===== src/rtl/irqc_pkg.sv =====
package irqc_pkg;
    localparam int SRC_W     = 12;
    localparam int G_W       = 2;
    localparam int SB_CARD   = 0;
    localparam int SB_STCHG  = 1;
    localparam int SB_MEMM   = 2;
    localparam int SB_IOM    = 3;
    localparam int SB_IDEM   = 8;
    localparam int SB_XERR   = 9;
    localparam int SB_BUF    = 10;
    localparam int SB_DONE   = 11;
    localparam logic [SRC_W-1:0] SRC_VALID = 12'hF0F;
    localparam int GB_CF     = 0;
    localparam int GB_NB     = 1;
    localparam int A_IFSTAT  = 0;
    localparam int A_SSTAT   = 1;
    localparam int A_SEN     = 2;
    localparam int A_GSTAT   = 3;
    localparam int A_GCAP    = 4;
    localparam int A_GSIG    = 5;

    typedef enum logic {
        CARD_ABSENT  = 1'b0,
        CARD_PRESENT = 1'b1
    } card_st_e;
endpackage


===== src/rtl/irqc_card_track.sv =====
module irqc_card_track
    import irqc_pkg::*;
#(
    parameter int SYNC_STAGES = 2
) (
    input  logic       clk,
    input  logic       rst_n,
    input  logic       cd1_n,
    input  logic       cd2_n,
    output logic [1:0] cd_sync,
    output logic       cd_evt
);
    logic [1:0] sync_q [SYNC_STAGES];
    card_st_e   state, state_nxt;
    logic       inserted;

    always_ff @(posedge clk or negedge rst_n) begin
        if (!rst_n) sync_q[0] <= 2'b11;
        else        sync_q[0] <= {cd2_n, cd1_n};
    end

    generate
        for (genvar i = 1; i < SYNC_STAGES; i++) begin : g_sync
            always_ff @(posedge clk or negedge rst_n) begin
                if (!rst_n) sync_q[i] <= 2'b11;
                else        sync_q[i] <= sync_q[i-1];
            end
        end
    endgenerate

    assign cd_sync  = sync_q[SYNC_STAGES-1];
    assign inserted = (cd_sync == 2'b00);

    always_ff @(posedge clk or negedge rst_n) begin
        if (!rst_n) state <= CARD_ABSENT;
        else        state <= state_nxt;
    end

    always_comb begin
        state_nxt = state;
        cd_evt    = 1'b0;
        unique case (state)
            CARD_ABSENT: if (inserted) begin
                state_nxt = CARD_PRESENT;
                cd_evt    = 1'b1;
            end
            CARD_PRESENT: if (!inserted) begin
                state_nxt = CARD_ABSENT;
                cd_evt    = 1'b1;
            end
        endcase
    end

    AST_CD_EVT_MOVES: assert property (@(posedge clk) disable iff (!rst_n)
        cd_evt |=> (state != $past(state)));
    AST_CD_QUIET_HOLDS: assert property (@(posedge clk) disable iff (!rst_n)
        !cd_evt |=> $stable(state));
endmodule


===== src/rtl/irqc_src_level.sv =====
module irqc_src_level #(
    parameter int W = 12,
    parameter logic [W-1:0] VALID = '1
) (
    input  logic         clk,
    input  logic         rst_n,
    input  logic [W-1:0] set_vec,
    input  logic         wr_stat,
    input  logic         wr_en,
    input  logic [W-1:0] wdata,
    output logic [W-1:0] stat,
    output logic [W-1:0] en,
    output logic         pend
);
    logic [W-1:0] clr_vec;

    assign clr_vec = wr_stat ? wdata : '0;

    always_ff @(posedge clk or negedge rst_n) begin
        if (!rst_n) begin
            stat <= '0;
            en   <= '0;
        end else begin
            stat <= ((stat & ~clr_vec) | set_vec) & VALID;
            if (wr_en) en <= wdata & VALID;
        end
    end

    assign pend = |(stat & en);

    AST_SRC_SET: assert property (@(posedge clk) disable iff (!rst_n)
        (|(set_vec & VALID)) |=> ((stat & $past(set_vec & VALID)) == $past(set_vec & VALID)));
    AST_SRC_CLR: assert property (@(posedge clk) disable iff (!rst_n)
        (wr_stat && |(wdata & ~set_vec)) |=> ((stat & $past(wdata & ~set_vec)) == '0));
endmodule


===== src/rtl/irqc_glob_level.sv =====
module irqc_glob_level
    import irqc_pkg::*;
(
    input  logic           clk,
    input  logic           rst_n,
    input  logic           cf_pend,
    input  logic           nb_irq,
    input  logic           wr_stat,
    input  logic           wr_cap,
    input  logic           wr_sig,
    input  logic [G_W-1:0] wdata,
    output logic [G_W-1:0] gstat,
    output logic [G_W-1:0] cap_en,
    output logic [G_W-1:0] sig_en,
    output logic           irq
);
    logic [G_W-1:0] raw, set_vec, clr_vec;

    always_comb begin
        raw        = '0;
        raw[GB_CF] = cf_pend;
        raw[GB_NB] = nb_irq;
    end

    assign set_vec = raw & cap_en;
    assign clr_vec = wr_stat ? wdata : '0;

    always_ff @(posedge clk or negedge rst_n) begin
        if (!rst_n) begin
            gstat  <= '0;
            cap_en <= '0;
            sig_en <= '0;
        end else begin
            gstat <= (gstat & ~clr_vec) | set_vec;
            if (wr_cap) cap_en <= wdata;
            if (wr_sig) sig_en <= wdata;
        end
    end

    assign irq = |(gstat & sig_en);

    AST_GCAP_CF: assert property (@(posedge clk) disable iff (!rst_n)
        (cf_pend && cap_en[GB_CF]) |=> gstat[GB_CF]);
    AST_GGATE_CF: assert property (@(posedge clk) disable iff (!rst_n)
        $rose(gstat[GB_CF]) |-> $past(cf_pend && cap_en[GB_CF]));
    AST_GCLR_CF: assert property (@(posedge clk) disable iff (!rst_n)
        (wr_stat && wdata[GB_CF] && !(cf_pend && cap_en[GB_CF])) |=> !gstat[GB_CF]);
    AST_IRQ_MASKED: assert property (@(posedge clk) disable iff (!rst_n)
        (sig_en == '0) |-> !irq);
endmodule


===== src/rtl/irqc_top.sv =====
module irqc_top
    import irqc_pkg::*;
#(
    parameter int AW          = 4,
    parameter int DW          = 32,
    parameter int SYNC_STAGES = 2
) (
    input  logic          clk,
    input  logic          rst_n,
    input  logic [AW-1:0] reg_addr,
    input  logic [DW-1:0] reg_wdata,
    input  logic          reg_wr,
    output logic [DW-1:0] reg_rdata,
    input  logic          cd1_n,
    input  logic          cd2_n,
    input  logic          evt_xfer_err,
    input  logic          evt_buf_avail,
    input  logic          evt_xfer_done,
    input  logic [3:0]    evt_mode,
    input  logic          nb_irq,
    output logic          irq
);
    localparam logic [AW-1:0] ADR_IFSTAT = AW'(A_IFSTAT);
    localparam logic [AW-1:0] ADR_SSTAT  = AW'(A_SSTAT);
    localparam logic [AW-1:0] ADR_SEN    = AW'(A_SEN);
    localparam logic [AW-1:0] ADR_GSTAT  = AW'(A_GSTAT);
    localparam logic [AW-1:0] ADR_GCAP   = AW'(A_GCAP);
    localparam logic [AW-1:0] ADR_GSIG   = AW'(A_GSIG);

    logic [1:0]       cd_sync;
    logic             cd_evt;
    logic [SRC_W-1:0] src_set, src_stat, src_en;
    logic             cf_pend;
    logic [G_W-1:0]   gstat, gcap, gsig;

    irqc_card_track #(.SYNC_STAGES(SYNC_STAGES)) u_card (
        .clk     (clk),
        .rst_n   (rst_n),
        .cd1_n   (cd1_n),
        .cd2_n   (cd2_n),
        .cd_sync (cd_sync),
        .cd_evt  (cd_evt)
    );

    always_comb begin
        src_set           = '0;
        src_set[SB_CARD]  = cd_evt;
        src_set[SB_STCHG] = evt_mode[0];
        src_set[SB_MEMM]  = evt_mode[1];
        src_set[SB_IOM]   = evt_mode[2];
        src_set[SB_IDEM]  = evt_mode[3];
        src_set[SB_XERR]  = evt_xfer_err;
        src_set[SB_BUF]   = evt_buf_avail;
        src_set[SB_DONE]  = evt_xfer_done;
    end

    irqc_src_level #(.W(SRC_W), .VALID(SRC_VALID)) u_src (
        .clk     (clk),
        .rst_n   (rst_n),
        .set_vec (src_set),
        .wr_stat (reg_wr && reg_addr == ADR_SSTAT),
        .wr_en   (reg_wr && reg_addr == ADR_SEN),
        .wdata   (reg_wdata[SRC_W-1:0]),
        .stat    (src_stat),
        .en      (src_en),
        .pend    (cf_pend)
    );

    irqc_glob_level u_glob (
        .clk     (clk),
        .rst_n   (rst_n),
        .cf_pend (cf_pend),
        .nb_irq  (nb_irq),
        .wr_stat (reg_wr && reg_addr == ADR_GSTAT),
        .wr_cap  (reg_wr && reg_addr == ADR_GCAP),
        .wr_sig  (reg_wr && reg_addr == ADR_GSIG),
        .wdata   (reg_wdata[G_W-1:0]),
        .gstat   (gstat),
        .cap_en  (gcap),
        .sig_en  (gsig),
        .irq     (irq)
    );

    always_comb begin
        reg_rdata = '0;
        unique case (reg_addr)
            ADR_IFSTAT: reg_rdata[3:2]       = cd_sync;
            ADR_SSTAT:  reg_rdata[SRC_W-1:0] = src_stat;
            ADR_SEN:    reg_rdata[SRC_W-1:0] = src_en;
            ADR_GSTAT:  reg_rdata[G_W-1:0]   = gstat;
            ADR_GCAP:   reg_rdata[G_W-1:0]   = gcap;
            ADR_GSIG:   reg_rdata[G_W-1:0]   = gsig;
            default:    reg_rdata            = '0;
        endcase
    end

    AST_UNMAPPED_ZERO: assert property (@(posedge clk) disable iff (!rst_n)
        (reg_addr > ADR_GSIG) |-> (reg_rdata == '0));
endmodule


===== config.mk =====
export PLATFORM = sky130hd
export DESIGN_NAME = irqc_top
export DESIGN_NICKNAME = d
export VERILOG_FILES = /design/src/rtl/irqc_pkg.sv /design/src/rtl/irqc_card_track.sv /design/src/rtl/irqc_src_level.sv /design/src/rtl/irqc_glob_level.sv /design/src/rtl/irqc_top.sv
export SDC_FILE = /design/constraint.sdc
export NUM_CORES = 1
export LEC_CHECK = 0
export ABC_AREA = 1
export BUFFER_PORTS_ARGS = -buffer_cell sky130_fd_sc_hd__buf_2
export CAP_MARGIN = 20
export CORE_MARGIN = 2
export CORE_UTILIZATION = 41
export DETAILED_ROUTE_END_ITERATION = 16
export PLACE_DENSITY = 0.81
export SETUP_SLACK_MARGIN = 0.15
export SLEW_MARGIN = 20
export SYNTH_ARGS = -nofsm -noshare
export SYNTH_HDL_FRONTEND = slang
export SYNTH_HIERARCHICAL = 1
export SYNTH_SLANG_ARGS = --single-unit

===== constraint.sdc =====
create_clock -name clk -period 1.2 [get_ports clk]
set_input_delay 0.3 -clock clk [delete_from_list [all_inputs] [get_ports clk]]
set_output_delay 0.3 -clock clk [all_outputs]
set_load 0.005 [all_outputs]

# ---- After elaboration in Yosys (flattened, before gate mapping)
# Cells that the tools add are included.
dict set report word_totals {
  register_bits 27
  inputBits 49
  out_inout_bits 33
  wordCells 40
}
dict set report op_classes {
  eq_ne 5
  mux 8
  bitwise 10
  reduce_logical 9
}
# operator n
set ops {}
lappend ops {{12-bit bitwise AND} 2}
lappend ops {{8-bit case mux with 2 select lines} 1}
lappend ops {{12-bit 2-to-1 mux} 1}
lappend ops {{12-bit NOT} 1}
lappend ops {{12-bit OR} 1}
lappend ops {{12-bit OR reduction} 1}
lappend ops {{2-bit case mux with 5 select lines} 1}
lappend ops {{4-bit by 2-bit equality test with 1-bit output (second input constant)} 2}
lappend ops {{4-bit by 3-bit equality test with 1-bit output (second input constant)} 2}
lappend ops {{2-bit bitwise AND} 3}
lappend ops {{2-bit case mux with 3 select lines} 1}
lappend ops {{1-bit logical AND} 5}
lappend ops {{4-bit by 1-bit equality test with 1-bit output (second input constant)} 1}
lappend ops {{4-bit zero test} 1}
lappend ops {{2-bit zero test} 1}
lappend ops {{1-bit 2-to-1 mux} 2}
lappend ops {{2-bit 2-to-1 mux} 1}
lappend ops {{2-bit NOT} 1}
lappend ops {{2-bit OR} 1}
lappend ops {{1-bit case mux with 2 select lines} 1}
lappend ops {{2-bit OR reduction} 1}
lappend ops {{1-bit NOT} 1}

# ---- Depth between registers and ports, before layout
dict set report depth {
  ltp_word 6
  ltp_mapped 6
  mapped_depth_nobuf 6
}

# ---- Hierarchy
# Netlist, hierarchy kept.
# mod n_inst cells_each area_per_inst_um2 seq_area_each_um2
set by_module_without_submodules {}
lappend by_module_without_submodules {irqc_src_level 1 82 726.9 400.4}
lappend by_module_without_submodules {irqc_top 1 93 478.0 0.0}
lappend by_module_without_submodules {irqc_glob_level 1 29 241.5 150.1}
lappend by_module_without_submodules {irqc_card_track 1 12 167.7 130.1}

# ---- Least setup slack after synthesis
# No wires, ideal clock.
dict set report synth_path {
  kind {input to register}
  from {input reg_addr[2]}
  to {register u_src.en[0]}
  setup_time_ns 0.126
  arrival_time_ns 1.337
  t_required_ns 1.074
  path_slack_ns -0.263
  cell_stages 5
  path_buffers 1
  cell_sequence {inv_1 -> nand2_1 -> nor4_1 -> buf_6 -> o21ai_0}
}
dict set report synth_between {
  elab_chain_cells 2
}
# element line_no
set synth_rtl {}
lappend synth_rtl {{from (decl)} irqc_top.sv:10} ;# input logic [AW-1:0] reg_addr,
lappend synth_rtl {{4-bit by 2-bit equality test with 1-bit output} irqc_top.sv:62} ;# .wr_en (reg_wr && reg_addr == ADR_SEN),
lappend synth_rtl {{1-bit logical AND} irqc_top.sv:62}
lappend synth_rtl {{to (signal assigned)} irqc_src_level.sv:25} ;# if (wr_en) en <= wdata & VALID;
lappend synth_rtl {{to (decl)} irqc_src_level.sv:12} ;# output logic [W-1:0] en,
# No other way between the ends.
# A chain may end at the register's enable or synchronous reset.

# ---- Worst setup path after layout
dict set report layout_path {
  from {register u_glob.gstat[1]}
  to {output reg_rdata[1]}
}
dict set report layout_between {
  elab_chain_cells 1
}
# element line_no
set layout_rtl {}
lappend layout_rtl {{from (decl)} irqc_glob_level.sv:12} ;# output logic [G_W-1:0] gstat,
lappend layout_rtl {{from (signal assigned)} irqc_glob_level.sv:34} ;# gstat <= (gstat & ~clr_vec) | set_vec;
lappend layout_rtl {{2-bit case mux with 5 select lines} irqc_top.sv:86} ;# unique case (reg_addr)
lappend layout_rtl {{to (decl)} irqc_top.sv:13} ;# output logic [DW-1:0] reg_rdata,
# No other way between the ends.

==> results.sh <==
export IMPL_synth_seq_cells=27
export IMPL_fin_util_pct=61.3
export IMPL_grt_total_usage_pct=16.6
export IMPL_finalInstanceArea_sq_um=2280
export IMPL_synth_edff_count=0
export IMPL_firstDrtPassIters=4
export IMPL_core_sq_um=3720
export IMPL_clk_latency_ns=0.27
export IMPL_die_area_sq_um=4450
export IMPL_viasPerCell=4.57
export IMPL_cp_arrival_ns=1.13
export IMPL_power_switching_uw=664
export IMPL_fmax_ghz=0.702
export IMPL_min_period_ns=1.43
export IMPL_ant_nets=0
export IMPL_report_final_slew_viol_count=0
export IMPL_routed_wl_microns=3860
export IMPL_root_buffer="clkbuf_8"
export IMPL_diodes=0
export IMPL_rows=22
export IMPL_worstRegToRegCells=5
export IMPL_cts_clk_slew_worst_paths_ns=0.09
export IMPL_fp_dieW_microns=66.7
export IMPL_numCtsBuffers=3
export IMPL_start_util_pct=43.4
export IMPL_clock_sinks=27
export IMPL_drive_gt1_share_pct=39.4
export IMPL_grt_pass1_vias=1359
export IMPL_cts_tree="done"
export IMPL_fill_cells=338
export IMPL_power_frac_comb_pct=26.2
export IMPL_syn_inst=216
export IMPL_max_cap_violations=0
export IMPL_grt_start_max_net_pins=28
export IMPL_fin_ws_ns=-0.225
export IMPL_yosysMostFrequentCell="nand2_1"
export IMPL_ios=82
export IMPL_cp_max_fo=2
export IMPL_fin_hold_ws_ns=0.00400
export IMPL_synthDistinctLibCells=18
export IMPL_area_growth_pct=41.1
export IMPL_detail_route_drc_violations=0
export IMPL_yosysTopAreaCell="dfrtp_1"
export IMPL_seq_power_share_pct=50.8
export IMPL_cp_required_ns=0.90
export IMPL_violations="negative setup slack"
export IMPL_path_class="reg -> out"
export IMPL_drt_initial_drc_count=33
export IMPL_place_inst=306
export IMPL_final_seq_area_sq_um=681
export IMPL_ys_async_sr_fraction_pct=100
export IMPL_p_per_area_nw_per_um2=963
export IMPL_port_buffers=33
export IMPL_clock_power_share_pct=22.9
export IMPL_ys_seq_area_share_pct=42.2
export IMPL_synthTopCellsByCount="nand2_1, buf_4, dfrtp_1"
export IMPL_cp_start_kind="register"
export IMPL_htree_levels=1
export IMPL_ys_flop_type="dfrtp_1"
export IMPL_rsz0062_at_grt="yes"
export IMPL_skew_ns=0.00171
export IMPL_p_leak_uw=0.00118
export IMPL_hold_buffers=0
export IMPL_peakVddDrop_mv=0.753
export IMPL_fin_nets=329
export IMPL_fin_crit_sh_pct=119
export IMPL_fp_dieH_microns=66.7
export IMPL_status="finished, violations left"
export IMPL_syn_avg_cell_area_sq_um=7.47
export IMPL_synth_area_leaders="dfrtp_1, nand2_1, buf_4, dfstp_2, nand3_1"
export IMPL_antenna_found_initial=0
export IMPL_final_cells=327
export IMPL_gp_congestion=0.805
export IMPL_placed_cell_area_sq_um=1890
export IMPL_clockBufferDepth=2
export IMPL_yosysWarningCount=6
export IMPL_hold_violations=0
export IMPL_hp_class="in -> async"
export IMPL_syn_area_sq_um=1610
export IMPL_vias=1495
export IMPL_grt_pass1_wl_microns=5710
export IMPL_grt_overflow_total=0
export IMPL_multiInputGateArea_sq_um=866
export IMPL_yosysTopAreaCellShare_pct=35.7
export IMPL_end_kind="primary output"
export IMPL_setup_viol=9
export IMPL_switching_share_pct=30.3
export IMPL_p_int_uw=1530
export IMPL_dp_hpwl_microns=2450
export IMPL_wl_per_cell_microns=11.8
export IMPL_place_ws_ns=-0.328
==> through the flow <==
stage          TNS (ns)  total power [uW]
2_1_floorplan         0              1420
3_3_place_gp      -5.43              1530
3_5_place_dp      -5.79              1540
4_1_cts           -1.65              2110
5_1_grt           -2.38              2320
6_report          -1.83              2190
==> layout make-up <==
type / instances / area share [%]
multi-input combinational: 164 / 38.0
sequential: 27 / 29.9
timing repair buffer: 65 / 22.9
inverter: 19 / 4.51
tap: 48 / 2.64
clock buffer: 3 / 1.81
clock inverter: 1 / 0.220
==> worst max-delay path, cell delays in order, from the launching register on <==
cell	delay [ns]
dfrtp_1	0.40
nand3_1	0.09
nand2_1	0.08
nor2_1	0.10
nand2_1	0.06
buf_2	0.12
==> worst paths after layout <==
| path | start | to | slack [ns] |
|---|---|---|---|
| setup reg to reg | u_card/cd_sync[1]$_DFF_PN1_ | u_src/stat[0]$_DFF_PN0_ | 0.14 |
| hold / removal | rst_n | u_card/state$_DFF_PN0_ | 0.004 |
| hold reg to reg | u_card/sync_q[2]$_DFF_PN1_ | u_card/cd_sync[0]$_DFF_PN1_ | 0.36 |
| setup / recovery | u_glob/gstat[1]$_DFF_PN0_ | reg_rdata[1] | -0.23 |
| max in group asynchronous | rst_n | u_card/cd_sync[0]$_DFF_PN1_ | 0.90 |
| min in group clk | cd2_n | u_card/sync_q[3]$_DFF_PN1_ | 0.11 |
==> cells by family (layout without fill, tap and decap cells) <==
logic type	after synthesis	in the layout	synth area share [%]
AND/OR/NAND/NOR	115	115	30.2
buffers and inverters	51	88	19.4
flip-flops	27	27	42.2
AO/OA/AOI/OAI	21	21	7.75
other	2	28	0.465
==> state kept, by name, indices dropped and copies added, names as in the netlist <==
name	cells
u_glob/cap_en	2
u_src/en	8
u_glob/gstat	2
u_card/state	1
u_src/stat	8
u_glob/sig_en	2
u_card/cd_sync	2
u_card/sync_q	2
==> layer usage <==
metal,wire [microns],track usage [%],vias up,part of all wire (%)
li1,-,-,741,-
met1,1580,21.2,703,41
met2,2020,29.6,49,52
met3,227,2.36,2,5.9
met4,29,4.08,0,0.75
met5,0,0,-,0
==> timing repair <==
item	4_1_cts	5_1_grt
buffers inserted	10	6
pin swaps	13	7
cloned	0	1
setup endpoints to repair	24	24
gates resized for setup	17	44
==> placed cells by master, fill, tap and decap left out, types with 2 or more instances in the layout <==
cell type / netlist / routed
buf_4: 30 / 21
nor2_1: 10 / 7
o21ai_2: 0 / 3
buf_2: 1 / 28
nand2_2: 0 / 12
dfrtp_1: 23 / 23
o21ai_1: 4 / 9
buf_12: 0 / 3
a21o_1: 8 / 8
conb_1: 2 / 28
nand2_1: 82 / 66
nor3_4: 2 / 2
buf_6: 1 / 11
nand3_1: 16 / 11
clkbuf_8: 0 / 3
nand2_4: 0 / 3
nand3_2: 0 / 5
inv_1: 17 / 15
dfstp_2: 4 / 4
nor2_2: 2 / 2
nor2_4: 0 / 3
==> power groups by stage <==
stage / Sequential, uW / Clock (uW) / Combinational (uW)
CTS: 1100 / 513 / 490
global placement: 1120 / 0 / 405
finish: 1110 / 503 / 575
global route: 1130 / 552 / 642
floorplan: 1110 / 0 / 311
detailed placement: 1130 / 0 / 415
No activity file was read; power rests on OpenSTA's default activity.
